<file path="config.mk">
export PLATFORM = sky130hd
export DESIGN_NAME = hdr_insert_top
export DESIGN_NICKNAME = d
export VERILOG_FILES = /design/src/rtl/hdr_ins_pkg.sv /design/src/rtl/hdr_cfg_regs.sv /design/src/rtl/hdr_pay_buf.sv /design/src/rtl/hdr_emit.sv /design/src/rtl/hdr_insert_top.sv
export SDC_FILE = /design/constraint.sdc
export NUM_CORES = 2
export LEC_CHECK = 0
export CORE_MARGIN = 1.5
export CORE_UTILIZATION = 30
export DETAILED_ROUTE_END_ITERATION = 10
export DONT_BUFFER_PORTS = 1
export SKIP_CTS_REPAIR_TIMING = 1
export SLEW_MARGIN = 20
export SYNTH_ARGS = -nofsm -noshare
export SYNTH_HDL_FRONTEND = slang
export SYNTH_SLANG_ARGS = --single-unit
</file>
<file path="constraint.sdc">
create_clock -name clk -period 5.8 [get_ports clk]
set_input_delay 1.16 -clock clk [delete_from_list [all_inputs] [get_ports clk]]
set_output_delay 1.16 -clock clk [all_outputs]
set_load 0.02 [all_outputs]
</file>
<file path="src/rtl/hdr_ins_pkg.sv">
package hdr_ins_pkg;
    localparam int HDR_MAX_D   = 24;
    localparam int PAY_DEPTH_D = 64;
    localparam int AW          = 6;
    localparam int OFW         = 5;

    localparam logic [AW-1:0] A_HLEN = 6'h20;
    localparam logic [AW-1:0] A_EN   = 6'h21;
    localparam logic [AW-1:0] A_LOFF = 6'h22;
    localparam logic [AW-1:0] A_LW   = 6'h23;
    localparam logic [AW-1:0] A_LADJ = 6'h24;
    localparam logic [AW-1:0] A_COFF = 6'h25;
    localparam logic [AW-1:0] A_SOFF = 6'h26;
    localparam logic [AW-1:0] A_TOFF = 6'h27;
    localparam logic [AW-1:0] A_SEQL = 6'h28;
    localparam logic [AW-1:0] A_SEQH = 6'h29;

    typedef struct packed {
        logic [OFW-1:0] hlen;
        logic           en_len;
        logic           en_csum;
        logic           en_seq;
        logic           en_ts;
        logic [OFW-1:0] len_off;
        logic [OFW-1:0] csum_off;
        logic [OFW-1:0] seq_off;
        logic [OFW-1:0] ts_off;
        logic           len_two;
        logic [7:0]     len_adj;
    } hdr_cfg_t;

    typedef enum logic [2:0] {ST_FILL, ST_SUMH, ST_FOLD, ST_HDR, ST_PAY} emit_st_e;

    // Returns {hit, byte}: hit when idx lies inside [off, off+width),
    // byte is the big-endian slice of val at that position.
    function automatic logic [8:0] field_pick(logic [OFW-1:0] idx, logic [OFW-1:0] off,
                                              logic [2:0] width, logic [31:0] val);
        logic [5:0] d;
        logic [2:0] pos;
        logic [4:0] sh;
        d   = {1'b0, idx} - {1'b0, off};
        pos = width - 3'd1 - d[2:0];
        sh  = {pos[1:0], 3'b000};
        return {(d < {3'b000, width}), 8'(val >> sh)};
    endfunction

    // End-around-carry fold of a 32-bit raw sum to 16 bits.
    function automatic logic [15:0] ones_fold(logic [31:0] s);
        logic [16:0] a;
        logic [16:0] b;
        a = {1'b0, s[15:0]} + {1'b0, s[31:16]};
        b = {1'b0, a[15:0]} + {16'h0, a[16]};
        return b[15:0];
    endfunction
endpackage

</file>
<file path="src/rtl/hdr_cfg_regs.sv">
module hdr_cfg_regs
    import hdr_ins_pkg::*;
#(
    parameter int HDR_MAX = HDR_MAX_D
) (
    input  logic                    clk,
    input  logic                    rst,
    input  logic                    we,
    input  logic [AW-1:0]           addr,
    input  logic [7:0]              wdata,
    input  logic                    seq_inc,
    output logic [HDR_MAX-1:0][7:0] tmpl,
    output hdr_cfg_t                cfg,
    output logic [15:0]             seq
);
    always_ff @(posedge clk) begin
        if (rst) begin
            tmpl <= '0;
        end else if (we && addr < AW'(HDR_MAX)) begin
            tmpl[addr[OFW-1:0]] <= wdata;
        end
    end

    always_ff @(posedge clk) begin
        if (rst) begin
            cfg <= '0;
        end else if (we) begin
            case (addr)
                A_HLEN: cfg.hlen <= (wdata > 8'(HDR_MAX)) ? OFW'(HDR_MAX) : wdata[OFW-1:0];
                A_EN:   {cfg.en_ts, cfg.en_seq, cfg.en_csum, cfg.en_len} <= wdata[3:0];
                A_LOFF: cfg.len_off  <= wdata[OFW-1:0];
                A_LW:   cfg.len_two  <= wdata[0];
                A_LADJ: cfg.len_adj  <= wdata;
                A_COFF: cfg.csum_off <= wdata[OFW-1:0];
                A_SOFF: cfg.seq_off  <= wdata[OFW-1:0];
                A_TOFF: cfg.ts_off   <= wdata[OFW-1:0];
                default: ;
            endcase
        end
    end

    always_ff @(posedge clk) begin
        if (rst) begin
            seq <= '0;
        end else if (we && addr == A_SEQL) begin
            seq[7:0] <= wdata;
        end else if (we && addr == A_SEQH) begin
            seq[15:8] <= wdata;
        end else if (seq_inc) begin
            seq <= seq + 16'd1;
        end
    end
endmodule

</file>
<file path="src/rtl/hdr_pay_buf.sv">
module hdr_pay_buf
    import hdr_ins_pkg::*;
#(
    parameter int PAY_DEPTH = PAY_DEPTH_D,
    localparam int PW = $clog2(PAY_DEPTH),
    localparam int CW = $clog2(PAY_DEPTH + 1)
) (
    input  logic          clk,
    input  logic          rst,
    input  logic          clr,
    input  logic          wr,
    input  logic [7:0]    din,
    input  logic          hpar,
    input  logic [PW-1:0] rd_idx,
    input  logic [31:0]   ts_now,
    output logic [7:0]    rd_data,
    output logic [CW-1:0] cnt,
    output logic [31:0]   sum,
    output logic [31:0]   ts_lat
);
    logic [7:0] mem [PAY_DEPTH];
    logic       even_pos;

    // Payload byte k sits at string position hlen+k; even positions are high bytes.
    assign even_pos = ~(hpar ^ cnt[0]);
    assign rd_data  = mem[rd_idx];

    always_ff @(posedge clk) begin
        if (wr) mem[cnt[PW-1:0]] <= din;
    end

    always_ff @(posedge clk) begin
        if (rst || clr) begin
            cnt <= '0;
            sum <= '0;
        end else if (wr) begin
            cnt <= cnt + CW'(1);
            sum <= sum + (even_pos ? {16'h0, din, 8'h00} : {24'h0, din});
        end
    end

    always_ff @(posedge clk) begin
        if (rst) begin
            ts_lat <= '0;
        end else if (wr && cnt == '0) begin
            ts_lat <= ts_now;
        end
    end
endmodule

</file>
<file path="src/rtl/hdr_emit.sv">
module hdr_emit
    import hdr_ins_pkg::*;
#(
    parameter int HDR_MAX   = HDR_MAX_D,
    parameter int PAY_DEPTH = PAY_DEPTH_D,
    localparam int PW = $clog2(PAY_DEPTH),
    localparam int CW = $clog2(PAY_DEPTH + 1)
) (
    input  logic                    clk,
    input  logic                    rst,
    input  hdr_cfg_t                cfg,
    input  logic [HDR_MAX-1:0][7:0] tmpl,
    input  logic [15:0]             seq,
    input  logic [31:0]             ts_lat,
    input  logic [CW-1:0]           cnt,
    input  logic [31:0]             pay_sum,
    input  logic [7:0]              rd_data,
    input  logic                    s_tvalid,
    input  logic                    s_tlast,
    input  logic                    m_tready,
    output logic                    s_tready,
    output logic                    wr,
    output logic                    clr,
    output logic                    seq_inc,
    output logic [PW-1:0]           rd_idx,
    output logic                    m_tvalid,
    output logic [7:0]              m_tdata,
    output logic                    m_tlast
);
    emit_st_e       st;
    logic [OFW-1:0] idx;
    logic [PW-1:0]  ridx;
    logic [31:0]    hacc;
    logic [15:0]    csum_q;
    logic [7:0]     hb;
    logic [8:0]     pk;
    logic [15:0]    lenv;
    logic [15:0]    cval;
    logic           done;

    // Patched header byte at idx; lowest priority applied first.
    always_comb begin
        lenv = 16'(cnt) + {8'h00, cfg.len_adj};
        cval = (st == ST_HDR) ? csum_q : 16'h0000;
        hb   = tmpl[idx];
        pk   = field_pick(idx, cfg.len_off, cfg.len_two ? 3'd2 : 3'd1, {16'h0, lenv});
        if (cfg.en_len && pk[8]) hb = pk[7:0];
        pk   = field_pick(idx, cfg.ts_off, 3'd4, ts_lat);
        if (cfg.en_ts && pk[8]) hb = pk[7:0];
        pk   = field_pick(idx, cfg.seq_off, 3'd2, {16'h0, seq});
        if (cfg.en_seq && pk[8]) hb = pk[7:0];
        pk   = field_pick(idx, cfg.csum_off, 3'd2, {16'h0, cval});
        if (cfg.en_csum && pk[8]) hb = pk[7:0];
    end

    assign s_tready = (st == ST_FILL) && (cnt < CW'(PAY_DEPTH));
    assign wr       = s_tvalid && s_tready;
    assign m_tvalid = (st == ST_HDR) || (st == ST_PAY);
    assign m_tdata  = (st == ST_HDR) ? hb : rd_data;
    assign m_tlast  = (st == ST_PAY) && ({1'b0, ridx} == cnt - CW'(1));
    assign done     = m_tlast && m_tready;
    assign clr      = done;
    assign seq_inc  = done;
    assign rd_idx   = ridx;

    always_ff @(posedge clk) begin
        if (rst) begin
            st     <= ST_FILL;
            idx    <= '0;
            ridx   <= '0;
            hacc   <= '0;
            csum_q <= '0;
        end else begin
            case (st)
                ST_FILL: if (wr && s_tlast) st <= (cfg.hlen == '0) ? ST_FOLD : ST_SUMH;
                ST_SUMH: begin
                    hacc <= hacc + (idx[0] ? {24'h0, hb} : {16'h0, hb, 8'h00});
                    if (idx == cfg.hlen - OFW'(1)) begin
                        idx <= '0;
                        st  <= ST_FOLD;
                    end else begin
                        idx <= idx + OFW'(1);
                    end
                end
                ST_FOLD: begin
                    csum_q <= ~ones_fold(hacc + pay_sum);
                    st     <= (cfg.hlen == '0) ? ST_PAY : ST_HDR;
                end
                ST_HDR: if (m_tready) begin
                    if (idx == cfg.hlen - OFW'(1)) begin
                        idx <= '0;
                        st  <= ST_PAY;
                    end else begin
                        idx <= idx + OFW'(1);
                    end
                end
                ST_PAY: if (m_tready) begin
                    if (m_tlast) begin
                        st   <= ST_FILL;
                        ridx <= '0;
                        hacc <= '0;
                    end else begin
                        ridx <= ridx + PW'(1);
                    end
                end
                default: st <= ST_FILL;
            endcase
        end
    end
endmodule

</file>
<file path="src/rtl/hdr_insert_top.sv">
module hdr_insert_top
    import hdr_ins_pkg::*;
#(
    parameter int HDR_MAX   = HDR_MAX_D,
    parameter int PAY_DEPTH = PAY_DEPTH_D,
    localparam int PW = $clog2(PAY_DEPTH),
    localparam int CW = $clog2(PAY_DEPTH + 1)
) (
    input  logic          clk,
    input  logic          rst,
    input  logic          cfg_we,
    input  logic [AW-1:0] cfg_addr,
    input  logic [7:0]    cfg_wdata,
    input  logic          s_tvalid,
    output logic          s_tready,
    input  logic [7:0]    s_tdata,
    input  logic          s_tlast,
    output logic          m_tvalid,
    input  logic          m_tready,
    output logic [7:0]    m_tdata,
    output logic          m_tlast
);
    hdr_cfg_t                cfg;
    logic [HDR_MAX-1:0][7:0] tmpl;
    logic [15:0]             seq_w;
    logic                    seq_inc;
    logic                    wr;
    logic                    clr;
    logic [PW-1:0]           rd_idx;
    logic [7:0]              rd_data;
    logic [CW-1:0]           cnt;
    logic [31:0]             pay_sum;
    logic [31:0]             ts_lat;
    logic [31:0]             tsc;

    always_ff @(posedge clk) begin
        if (rst) tsc <= '0;
        else     tsc <= tsc + 32'd1;
    end

    hdr_cfg_regs #(.HDR_MAX(HDR_MAX)) u_cfg (
        .clk(clk), .rst(rst), .we(cfg_we), .addr(cfg_addr), .wdata(cfg_wdata),
        .seq_inc(seq_inc), .tmpl(tmpl), .cfg(cfg), .seq(seq_w)
    );

    hdr_pay_buf #(.PAY_DEPTH(PAY_DEPTH)) u_buf (
        .clk(clk), .rst(rst), .clr(clr), .wr(wr), .din(s_tdata), .hpar(cfg.hlen[0]),
        .rd_idx(rd_idx), .ts_now(tsc), .rd_data(rd_data), .cnt(cnt), .sum(pay_sum),
        .ts_lat(ts_lat)
    );

    hdr_emit #(.HDR_MAX(HDR_MAX), .PAY_DEPTH(PAY_DEPTH)) u_emit (
        .clk(clk), .rst(rst), .cfg(cfg), .tmpl(tmpl), .seq(seq_w), .ts_lat(ts_lat),
        .cnt(cnt), .pay_sum(pay_sum), .rd_data(rd_data), .s_tvalid(s_tvalid),
        .s_tlast(s_tlast), .m_tready(m_tready), .s_tready(s_tready), .wr(wr),
        .clr(clr), .seq_inc(seq_inc), .rd_idx(rd_idx), .m_tvalid(m_tvalid),
        .m_tdata(m_tdata), .m_tlast(m_tlast)
    );
endmodule

</file>
==> metrics.txt <==
# TYPE chip_impl_metric gauge
chip_impl_metric{name="synthDominantCellAreaShare",unit="%"} 35.6
chip_impl_metric{name="via_count",unit=""} 27504
chip_impl_metric{name="antenna_cells_inserted",unit=""} 0
chip_impl_metric{name="grt_pass1_vias",unit=""} 26727
chip_impl_metric{name="die_height",unit="um"} 383
chip_impl_metric{name="drt-total-wl",unit="um"} 106000
chip_impl_metric{name="report.final.hold_viol_count",unit=""} 0
chip_impl_metric{name="holdPathStages",unit=""} 2
chip_impl_metric{name="synth_seq_area_share",unit="%"} 54.9
chip_impl_metric{name="critical-path-max-stage-delay",unit="ns"} 0.54
chip_impl_info{name="crit_path_cell_trace",value="clkinv_4 -> ha_1 -> fa_1 -> fa_1 -> or3_1 -> o211a_1 -> o32a_1 -> o21ai_0 -> buf_4"} 1
chip_impl_info{name="worstHoldStart",value="u_emit.csum_q[5]"} 1
chip_impl_metric{name="worst_ir_drop_on_vdd",unit="mV"} 0.219
chip_impl_info{name="crit_slowest_cell",value="fa_1"} 1
chip_impl_info{name="layout_commonest_cell",value="edfxtp_1"} 1
chip_impl_metric{name="synth_edf_count",unit=""} 512
chip_impl_metric{name="cts_made_buffers",unit=""} 96
chip_impl_info{name="cts_root_buffer",value="clkbuf_16"} 1
chip_impl_metric{name="power.density_cell_area",unit="nW/um2"} 286
chip_impl_info{name="grt_setup_unrepaired",value="yes"} 1
chip_impl_metric{name="cts_htree_levels",unit=""} 3
chip_impl_metric{name="grt_start_max_net_pins",unit=""} 355
chip_impl_metric{name="worst_ep_required_time",unit="ns"} 4.64
chip_impl_info{name="crit_top_cell",value="fa_1"} 1
chip_impl_metric{name="synthesis.area",unit="um2"} 43200
chip_impl_info{name="critPathTopFamily",value="adder cells"} 1
chip_impl_metric{name="num_rows",unit=""} 139
chip_impl_info{name="r2r-start",value="u_emit.idx[0]"} 1
chip_impl_metric{name="io-pin-count",unit=""} 39
chip_impl_metric{name="grt_remaining_overflow",unit=""} 0
chip_impl_metric{name="core_area",unit="um2"} 143000
chip_impl_info{name="rr_endpoint",value="u_emit.hacc[22]"} 1
chip_impl_metric{name="detail_route.drc_violations",unit=""} 0
chip_impl_metric{name="floorplan.initialDensity",unit="%"} 30.2
chip_impl_metric{name="critPathBufInv",unit=""} 2
chip_impl_metric{name="routabilityCongestion",unit=""} 0.854
chip_impl_metric{name="clockBufferDepth",unit=""} 3
chip_impl_metric{name="synth_cell_types",unit=""} 76
chip_impl_metric{name="drt_first_iter_violations",unit=""} 2353
chip_impl_metric{name="flow.area_growth_from_synthesis",unit="%"} 12.9
chip_impl_metric{name="placed_cell_area",unit="um2"} 45400
chip_impl_metric{name="via_per_inst",unit=""} 5.04
chip_impl_metric{name="yosysWarnings",unit=""} 0
chip_impl_info{name="clock_tree_from_tritoncts",value="yes"} 1
chip_impl_info{name="crit_path_start_kind",value="flip-flop"} 1
chip_impl_metric{name="buffer_ports.inserted",unit=""} 0
chip_impl_metric{name="drv.max_cap_violation_count",unit=""} 0
chip_impl_metric{name="finalCriticalPeriod",unit="ns"} 5.55
chip_impl_metric{name="dieArea",unit="um2"} 146000
chip_impl_info{name="timing.hold.worst_endpoint",value="u_emit.csum_q[5]"} 1
chip_impl_metric{name="max_slew.worst_pin.slew",unit="ns"} 1.87
chip_impl_info{name="status",value="finished, violations left"} 1
chip_impl_metric{name="synth_cells",unit=""} 3507
chip_impl_info{name="mostFrequentLayoutCells",value="edfxtp_1 (512), nor2_1 (509), dfxtp_1 (410), nand2_1 (241), mux2i_1 (230)"} 1
chip_impl_metric{name="final.setup_skew",unit="ns"} 0.0507
chip_impl_metric{name="total_nets_after_synthesis",unit=""} 3662
chip_impl_info{name="synth.top_cells.by_area",value="edfxtp_1 (36%), dfxtp_1 (19%), mux4_2 (12%)"} 1
chip_impl_metric{name="totalPowerFinal",unit="W"} 0.0140
chip_impl_metric{name="timing.setup.tns",unit="ns"} 0
chip_impl_metric{name="final_util",unit="%"} 34.1
chip_impl_metric{name="cts_sinks",unit=""} 929
chip_impl_metric{name="synth_seq_cells",unit=""} 929
chip_impl_metric{name="setup_violations",unit=""} 0
chip_impl_info{name="timing.critical_path.to_type",value="primary output"} 1
chip_impl_metric{name="design_area",unit="um2"} 48800
chip_impl_metric{name="drt.antenna.violating_nets",unit=""} 0
chip_impl_info{name="failed_checks",value="slew limit"} 1
chip_impl_metric{name="wl_per_cell",unit="um"} 19.4
chip_impl_metric{name="grt_antenna_before_repair",unit=""} 4
chip_impl_metric{name="detailedPlacementHpwl",unit="um"} 69300
chip_impl_metric{name="clock_transition_at_path_regs",unit="ns"} 0.06
chip_impl_metric{name="worstPathMaxFanout",unit=""} 12
chip_impl_metric{name="worstRegToRegCells",unit=""} 23
chip_impl_metric{name="cellLeakagePower",unit="nW"} 16.4
chip_impl_metric{name="worst_skew_pair.late_latency",unit="ns"} 0.74
chip_impl_metric{name="maxClockFrequency",unit="MHz"} 180
chip_impl_metric{name="global_route.usage.total",unit="%"} 14.3
chip_impl_metric{name="worst_reg_to_reg_setup_slack",unit="ns"} 0.26
chip_impl_metric{name="synthArstFlopShare",unit="%"} 0
chip_impl_info{name="synth_top_flop_cell",value="edfxtp_1"} 1
chip_impl_metric{name="worst-endpoint-arrival",unit="ns"} 4.39
chip_impl_metric{name="max_slew_margin",unit="%"} -24.4
chip_impl_metric{name="share_of_final_layout_standard_cells_stronger_than_drive_strength_1",unit="%"} 13.6
chip_impl_metric{name="layout.nets",unit=""} 3632
chip_impl_metric{name="min_period_over_period",unit="%"} 95.7
chip_impl_info{name="hold_path.class",value="flip-flop to flip-flop"} 1
chip_impl_info{name="synth_top_area_cell",value="edfxtp_1"} 1
chip_impl_metric{name="timing_max_transition_violations_final",unit=""} 194
chip_impl_metric{name="die_width",unit="um"} 383
chip_impl_info{name="worstSetupPathType",value="flip-flop to primary output"} 1
chip_impl_metric{name="first_pass_grt_wire_length",unit="um"} 164000
chip_impl_metric{name="fillCellCount",unit=""} 14046
chip_impl_metric{name="dr.pass1.iters",unit=""} 6
chip_impl_metric{name="postSynthAreaPerCell",unit="um2"} 12.3
power breakdown:
group	internal (W)	switching (W)	total (W)	leakage, nW
Combinational	0.000241	0.000367	0.000608	6.86
Sequential	0.00698	0.0000329	0.00701	7.97
Clock	0.00367	0.00270	0.00637	1.56
area by class of cell:
type / count / area, um2 / area share, %
clock inverters: 48 / 656 / 1.34
clock buffers: 131 / 2590 / 5.32
inverters: 84 / 320 / 0.656
well taps: 1903 / 2380 / 4.88
multi-input cells: 2309 / 18600 / 38.1
repair buffers: 57 / 507 / 1.04
flip-flops and latches: 929 / 23700 / 48.6
logic make-up after synthesis:
family | count (synthesis) | synth area share, %
buffers and inverters | 269 | 2.37
and+or+nand+nor | 1088 | 11.4
DFF | 929 | 54.9
adders and majority gates | 127 | 3.85
muxes | 466 | 17.4
xor gates and xnor gates | 169 | 3.42
AOI/OAI and AO/OA | 459 | 6.68
through the flow:
| step | instances | setup slack, ns | hold slack (ns) |
|---|---|---|---|
| 2_1_floorplan | 3507 | 0.0350 | 0.428 |
| 3_3_place_gp | 5279 | 0.136 | 0.438 |
| 3_5_place_dp | 5279 | 0.103 | 0.445 |
| 4_1_cts | 5458 | 0.000322 | 0.452 |
| 5_1_grt | 5461 | -0.129 | 0.474 |
| 6_report | 5461 | 0.248 | 0.450 |
worst min-delay path: stages (launching register included):
cell	delay, ns
dfxtp_1	0.30
nand2_1	0.05
a21oi_1	0.05
cells in the mapped netlist, types with 8 or more instances:
cell and instances:
a21oi_1 180, mux2_2 8, nor3b_1 11, nand2b_1 20
nor4_1 8, a22oi_1 15, ha_1 117, or2_2 11
nor2_1 511, fa_1 10, a211oi_1 33, a21o_1 43
o21a_1 14, buf_1 32, mux4_2 228, a2111oi_0 8
and3_1 30, dfxtp_1 417, nand3_1 63, mux2i_1 230
o21ai_0 70, nor2b_1 26, clkbuf_1 146, o22ai_1 11
xor2_1 71, a31oi_1 12, nand3b_1 13, inv_1 82
nand2_1 242, nand4_1 28, xnor2_1 98, edfxtp_1 512
nor3_1 39, or3_1 22, and2_1 28, o21bai_1 9
metal layers:
layer / global-route usage [%] / vias to the layer above / wire (um)
met3: 2.83 / 138 / 6730
met1: 20.2 / 13757 / 48500
met5: 0 / - / 34
met2: 22.5 / 693 / 49000
li1: - / 12910 / -
met4: 3.14 / 6 / 1870
sequential cells by signal, indices dropped and copies added (netlist names), named ones only:
signal         cells
u_buf.mem        512
u_cfg.tmpl       192
u_cfg.cfg         38
tsc               32
u_buf.sum         32
u_buf.ts_lat      32
u_emit.hacc       32
u_cfg.seq         16
u_emit.csum_q     16
u_buf.cnt          7
u_emit.rd_idx      6
u_emit.idx         5
u_emit.st          3
worst max path at each step:
| stage | from | endpoint | slack (ns) | depth (start not counted) |
|---|---|---|---|---|
| floorplan | u_emit.idx[0] | u_emit.hacc[22] | 0.03 | 29 |
| global placement | u_emit.idx[0] | u_emit.hacc[22] | 0.14 | 26 |
| detailed placement | u_emit.idx[0] | u_emit.hacc[22] | 0.10 | 24 |
| CTS | u_emit.idx[0] | u_emit.hacc[22] | 0.0003 | 24 |
| global route | u_emit.hacc[0] | u_emit.csum_q[12] | -0.13 | 30 |
| finish | u_emit.idx[0] | m_tdata[5] | 0.25 | 9 |
(Power assumes the default switching activity.)
